[src/rtl/ccbr_pkg.sv]
`timescale 1ns/1ps
package ccbr_pkg;

  typedef enum logic [1:0] {
    KIND_ON_FALSE    = 2'd0,
    KIND_ON_TRUE     = 2'd1,
    KIND_ON_FALSE_LK = 2'd2,
    KIND_ON_TRUE_LK  = 2'd3
  } brKind_e;

  typedef struct packed {
    logic capture;
    logic illegal;
    logic takeBranch;
    logic nullify;
    logic movCopy;
  } ctrlStrobe_t;

endpackage

[src/rtl/ccbr_ctrl.sv]
`timescale 1ns/1ps
module ccbr_ctrl
  import ccbr_pkg::*;
#(
  parameter int CC_N    = 8,
  parameter int SEL_W   = $clog2(CC_N),
  parameter int FIELD_W = SEL_W + 2
) (
  input  logic               clk,
  input  logic               rst,
  input  logic               inValid,
  input  logic               inDelaySlot,
  input  logic [FIELD_W-1:0] brField,
  input  logic [FIELD_W-1:0] movField,
  input  logic [CC_N-1:0]    ccBits,
  output ctrlStrobe_t        strobe,
  output logic               outValid,
  output logic               taken,
  output logic               nullifySlot,
  output logic               illegal
);

  logic [SEL_W-1:0] brSel;
  logic [SEL_W-1:0] movSel;
  logic [CC_N-1:0]  brHit;
  logic [CC_N-1:0]  movHit;
  logic             brCode;
  logic             movCode;
  brKind_e          brKind;
  logic             wantTrue;
  logic             isLikely;
  logic             condMet;

  assign brSel  = brField[FIELD_W-1:2];
  assign movSel = movField[FIELD_W-1:2];

  for (genvar g = 0; g < CC_N; g++) begin : g_ccSelect
    assign brHit[g]  = (brSel  == SEL_W'(g)) && ccBits[g];
    assign movHit[g] = (movSel == SEL_W'(g)) && ccBits[g];
  end

  assign brCode  = |brHit;
  assign movCode = |movHit;

  always_comb begin
    brKind   = brKind_e'(brField[1:0]);
    wantTrue = (brKind == KIND_ON_TRUE) || (brKind == KIND_ON_TRUE_LK);
    isLikely = (brKind == KIND_ON_FALSE_LK) || (brKind == KIND_ON_TRUE_LK);
    condMet  = (brCode == wantTrue);
  end

  always_comb begin
    strobe.capture    = inValid;
    strobe.illegal    = inDelaySlot;
    strobe.takeBranch = !inDelaySlot && condMet;
    strobe.nullify    = !inDelaySlot && !condMet && isLikely;
    strobe.movCopy    = (movCode == movField[0]);
  end

  always_ff @(posedge clk) begin
    if (rst) begin
      outValid    <= 1'b0;
      taken       <= 1'b0;
      nullifySlot <= 1'b0;
      illegal     <= 1'b0;
    end else begin
      outValid <= inValid;
      if (strobe.capture) begin
        taken       <= strobe.takeBranch;
        nullifySlot <= strobe.nullify;
        illegal     <= strobe.illegal;
      end
    end
  end

  assert_valid_follows_R1: assert property (@(posedge clk) disable iff (rst)
    inValid |=> outValid);
  assert_valid_quiet_R1: assert property (@(posedge clk) disable iff (rst)
    !inValid |=> !outValid);
  assert_reset_clears_R2: assert property (@(posedge clk)
    rst |=> (!outValid && !illegal && !taken && !nullifySlot));
  assert_illegal_no_branch_R5: assert property (@(posedge clk) disable iff (rst)
    illegal |-> (!taken && !nullifySlot));
  assert_nullify_not_taken_R7: assert property (@(posedge clk) disable iff (rst)
    nullifySlot |-> !taken);
  assert_ds_gives_illegal_R5: assert property (@(posedge clk) disable iff (rst)
    (inValid && inDelaySlot) |=> illegal);
  assert_flags_hold_R10: assert property (@(posedge clk) disable iff (rst)
    !inValid |=> ($stable(taken) && $stable(nullifySlot) && $stable(illegal)));

endmodule

[src/rtl/ccbr_datapath.sv]
`timescale 1ns/1ps
module ccbr_datapath
  import ccbr_pkg::*;
#(
  parameter int PC_W   = 32,
  parameter int OFS_W  = 16,
  parameter int DATA_W = 32
) (
  input  logic              clk,
  input  logic              rst,
  input  ctrlStrobe_t       strobe,
  input  logic [PC_W-1:0]   pcIn,
  input  logic [OFS_W-1:0]  brOffset,
  input  logic [DATA_W-1:0] movSrc,
  input  logic [DATA_W-1:0] movDst,
  output logic [PC_W-1:0]   nextPc,
  output logic [DATA_W-1:0] movResult,
  output logic              movWrite
);

  localparam int WORD_SHIFT = 2;
  localparam int EXT_W      = PC_W - OFS_W - WORD_SHIFT;
  localparam logic [PC_W-1:0] INSN_BYTES = PC_W'(4);

  logic [PC_W-1:0] offsetBytes;
  logic [PC_W-1:0] fallPc;
  logic [PC_W-1:0] skipPc;
  logic [PC_W-1:0] targetPc;
  logic [PC_W-1:0] pcSel;

  assign offsetBytes = {{EXT_W{brOffset[OFS_W-1]}}, brOffset, {WORD_SHIFT{1'b0}}};
  assign fallPc      = pcIn + INSN_BYTES;
  assign skipPc      = fallPc + INSN_BYTES;
  assign targetPc    = fallPc + offsetBytes;

  always_comb begin
    if (strobe.illegal)         pcSel = pcIn;
    else if (strobe.takeBranch) pcSel = targetPc;
    else if (strobe.nullify)    pcSel = skipPc;
    else                        pcSel = fallPc;
  end

  always_ff @(posedge clk) begin
    if (rst) begin
      nextPc    <= '0;
      movResult <= '0;
      movWrite  <= 1'b0;
    end else if (strobe.capture) begin
      nextPc    <= pcSel;
      movResult <= strobe.movCopy ? movSrc : movDst;
      movWrite  <= strobe.movCopy;
    end
  end

  assert_taken_target_R6: assert property (@(posedge clk) disable iff (rst)
    (strobe.capture && strobe.takeBranch) |=>
      (nextPc == $past(pcIn) + INSN_BYTES + {{EXT_W{$past(brOffset[OFS_W-1])}}, $past(brOffset), 2'b00}));
  assert_likely_skip_R7: assert property (@(posedge clk) disable iff (rst)
    (strobe.capture && strobe.nullify) |=> (nextPc == $past(pcIn) + PC_W'(8)));
  assert_illegal_pc_R5: assert property (@(posedge clk) disable iff (rst)
    (strobe.capture && strobe.illegal) |=> (nextPc == $past(pcIn)));
  assert_move_keep_R9: assert property (@(posedge clk) disable iff (rst)
    (strobe.capture && !strobe.movCopy) |=> (movResult == $past(movDst) && !movWrite));
  assert_hold_R10: assert property (@(posedge clk) disable iff (rst)
    !strobe.capture |=> ($stable(nextPc) && $stable(movResult) && $stable(movWrite)));

endmodule

[src/rtl/cc_branch_resolver.sv]
`timescale 1ns/1ps
module cc_branch_resolver
  import ccbr_pkg::*;
#(
  parameter int CC_N   = 8,
  parameter int PC_W   = 32,
  parameter int OFS_W  = 16,
  parameter int DATA_W = 32,
  localparam int SEL_W   = $clog2(CC_N),
  localparam int FIELD_W = SEL_W + 2
) (
  input  logic               clk,
  input  logic               rst,
  input  logic               inValid,
  input  logic [FIELD_W-1:0] brField,
  input  logic [OFS_W-1:0]   brOffset,
  input  logic [PC_W-1:0]    pcIn,
  input  logic               inDelaySlot,
  input  logic [CC_N-1:0]    ccBits,
  input  logic [FIELD_W-1:0] movField,
  input  logic [DATA_W-1:0]  movSrc,
  input  logic [DATA_W-1:0]  movDst,
  output logic               outValid,
  output logic               taken,
  output logic [PC_W-1:0]    nextPc,
  output logic               nullifySlot,
  output logic               illegal,
  output logic [DATA_W-1:0]  movResult,
  output logic               movWrite
);

  ctrlStrobe_t strobe;

  ccbr_ctrl #(
    .CC_N (CC_N)
  ) i_ctrl (
    .clk         (clk),
    .rst         (rst),
    .inValid     (inValid),
    .inDelaySlot (inDelaySlot),
    .brField     (brField),
    .movField    (movField),
    .ccBits      (ccBits),
    .strobe      (strobe),
    .outValid    (outValid),
    .taken       (taken),
    .nullifySlot (nullifySlot),
    .illegal     (illegal)
  );

  ccbr_datapath #(
    .PC_W   (PC_W),
    .OFS_W  (OFS_W),
    .DATA_W (DATA_W)
  ) i_datapath (
    .clk       (clk),
    .rst       (rst),
    .strobe    (strobe),
    .pcIn      (pcIn),
    .brOffset  (brOffset),
    .movSrc    (movSrc),
    .movDst    (movDst),
    .nextPc    (nextPc),
    .movResult (movResult),
    .movWrite  (movWrite)
  );

endmodule

[config.mk]
export PLATFORM = sky130hd
export DESIGN_NAME = cc_branch_resolver
export DESIGN_NICKNAME = d
export VERILOG_FILES = /design/src/rtl/ccbr_pkg.sv /design/src/rtl/ccbr_ctrl.sv /design/src/rtl/ccbr_datapath.sv /design/src/rtl/cc_branch_resolver.sv
export SDC_FILE = /design/constraint.sdc
export NUM_CORES = 1
export LEC_CHECK = 0
export BUFFER_PORTS_ARGS = -buffer_cell sky130_fd_sc_hd__buf_2
export CORE_UTILIZATION = 41
export CTS_CLUSTER_DIAMETER = 100
export DETAILED_ROUTE_END_ITERATION = 8
export PLACE_DENSITY = 0.71
export SETUP_SLACK_MARGIN = 0.5
export SYNTH_ARGS = -nofsm -noshare
export SYNTH_HDL_FRONTEND = slang
export SYNTH_SLANG_ARGS = --single-unit
[constraint.sdc]
create_clock -name clk -period 3.4 [get_ports clk]
set_input_delay 0.17 -clock clk [delete_from_list [all_inputs] [get_ports clk]]
set_output_delay 0.17 -clock clk [all_outputs]
set_load 0.005 [all_outputs]
==> out/metrics.cfg <==
[placed_design]
port_buffers = 201
dp_hpwl_um = 19000
numPlacedInstances = 1360
finalWeightedCongestion = 0.9563

[die]
dieHeight_um = 129.2
rows = 46
coreArea_sq_mm = 0.01583
die_w_um = 129.2
dieArea_sq_mm = 0.01668
ioPinCount = 203
initial_core_util = 0.4189

[route]
drt_wl_total_um = 26060
viasPerCell = 5.862
drtPass1Iterations = 7
drt_iter0_markers = 745
drc = 0
antenna_left = 0
routedWlPerCell_um = 18.35
num_vias = 8324

[setup_path]
critPathCaptureType = flop
worst_path_max_delay_cell = or4_4
worstPathRequired_ns = 3.65
cp_cell_sequence = buf_8, nand4_4, or3_4, buf_6, o31ai_4, nand2_4, buf_4, ha_1, nand4_1, or4_4, a31oi_4, o21ai_2, a211o_1, a311oi_1
cp.arrival_ns = 3.30
cp-start-kind = input pin
cp_slowest_stage_delay_ns = 0.62
path_max_fanout = 5
cp_top_family = simple AND/OR/NAND/NOR gates
crit_type = input pin to flop
cp.buffers_inverters = 3

[synthesis]
synthesis.instances = 873
yosys_register_bits = 69
async_flop_share = 0
synth-main-ff-cell = dfxtp_1
yosys_warnings = 0
synth_seq_area_share = 0.2083
muxShareOfSynthArea = 0.07209
synth_xor_xnor_area_share = 0.07266
syn-num-nets = 1046
synth.top_cells.by_count = nor2_1, dfxtp_1, nand2_1
synth.most_common_cell = nor2_1
synthTopCellsByArea = dfxtp_1, ha_1, mux2i_1
synth_compound_area_frac = 0.2672
netlist_area_sq_mm = 0.006630
synth_area_leader_cell = dfxtp_1
synth_edf_count = 0
synth_adder_area_share = 0.07473
post-synth-top-area-fraction = 0.2083
avgSynthCellArea_sq_um = 7.595
synth_top_family_by_area = compound AO/OA/AOI/OAI gates
synth_simple_gate_area_frac = 0.2523
ys_types = 76

[finish]
area_growth_pct = 55.59
fill_cells = 1317
fin_nets = 1371
drive_gt1_frac = 0.4364
register_area_sq_mm = 0.001381
stdcell_count = 1420
multiInputGateArea_sq_mm = 0.005768

[power_and_ir_drop]
p_leak_uw = 0.004628
peakVddDrop_uv = 228.2
power_density_mw_per_mm2 = 314.8
power_uw = 3248

[global_routing]
gr-usage-all-layers = 0.2891
grt-ovfl-total = 0
antenna_found_initial = 1
grt_start_max_net_pins = 85
grt_pass1_vias = 7266
grt_pass1_wl_um = 37570

[sta]
rsz0062_at_grt = yes
max_slew.worst_pin.slew_ns = 0.8927
hold_viol_final = 0
finalSetupViolations = 0
finClkSkew_ns = 0
worst_hold_slack_ns = 0.06866
relSlewSlack = 0.4048
fmax_ghz = 0.3281
setup_tns_ns = 0
fin_crit_ns = 3.048
period_share = 0.8965
slew_viol_final = 0

[clock_tree]
cts.sinks = 69
tritoncts = done
clkSlewWorstSetupHoldPaths_ns = 0.06
htreeDepth = 3
cts_made_buffers = 9
clock_latency_ns = 0.33
root_buffer = clkbuf_16
clock_path_buffers = 2

[flow_run]
drv_cap = 0

[worst_hold_path]
hp-class = input pin to flop

[run_status]
outcome = completed

[state kept, by name, summed over array words and instances (netlist names)]
signal and count:
i_datapath.movResult 32, i_datapath.nextPc 32, i_ctrl.illegal 1, i_ctrl.nullifySlot 1
i_ctrl.outValid 1, i_ctrl.taken 1, i_datapath.movWrite 1
[power by group]
part	internal [uW]	switching [uW]	total, uW	leakage, uW
registers	879	34.4	913	0.000573
clock network	570	383	953	0.000146
logic	652	730	1380	0.00391
[stage by stage]
stage	worst slack (ns)	cell area, sq um	util
final	0.3520	10320	0.6518
after global routing	0.2967	10320	0.6518
after CTS	0.4364	9559	0.6040
after detailed placement	-0.1245	8864	0.5600
after global placement	-0.08930	8864	0.5600
after floorplan	0.2247	6907	-
[routing by layer]
metal | track usage | part of all wire | vias up
li1 | - | - | 3943
met1 | 0.3781 | 0.41 | 3808
met2 | 0.4630 | 0.45 | 489
met3 | 0.04542 | 0.092 | 84
met4 | 0.1412 | 0.042 | 0
met5 | 0 | 0 | -
[cells in the final DEF, fill, tap and decap left out, drive strengths merged, types with 33 or more instances in the layout]
master / synthesis / layout
ha: 38 / 38
buf: 14 / 374
nand3: 36 / 36
a211oi: 45 / 45
xnor2: 33 / 33
a21oi: 39 / 39
nor2: 80 / 80
o21ai: 44 / 44
mux2i: 41 / 41
nand2: 67 / 67
dfxtp: 69 / 69
[path summary, 6_finish.rpt]
kind,depth (start not counted),slack [ns],startpoint,endpoint
hold reg to reg,2,0.47,i_datapath.nextPc[13],i_datapath.nextPc[13]
setup reg to reg,3,2.48,i_datapath.nextPc[23],i_datapath.nextPc[23]
hold / removal,3,0.07,pcIn[1],i_datapath.nextPc[1]
setup / recovery,14,0.35,pcIn[7],i_datapath.nextPc[31]
[worst register-to-register path: cells and delay by family (launching register included)]
kind	cells	cell delay (ns)
compound gates	2	0.34
flops	1	0.32
simple gates	1	0.13
[what timing repair did]
| item | in CTS | in global routing |
|---|---|---|
| endpoints found under the setup margin | 17 | 20 |
| setup buffers | 18 | 25 |
| pin swaps | 35 | 80 |
| hold buffers | 0 | 0 |
| gates resized for setup | 59 | 117 |
[kinds of logic after synthesis]
kind of cell	count (synthesis)
AO/OA/AOI/OAI	256
adder cells (fa/ha/maj)	39
buffers and inverters	86
XOR/XNOR	55
AND/OR/NAND/NOR	323
multiplexers	45
flip-flops	69
[final cells by class]
class / instances / share of cell area
antenna: 1 / 0.0002426
clock buffer: 9 / 0.02183
clock inverter: 7 / 0.007156
inverter: 25 / 0.009339
multi-input combinational: 718 / 0.5591
sequential: 69 / 0.1339
tap: 216 / 0.02620
timing repair buffer: 375 / 0.2422
(Power assumes the default switching activity.)
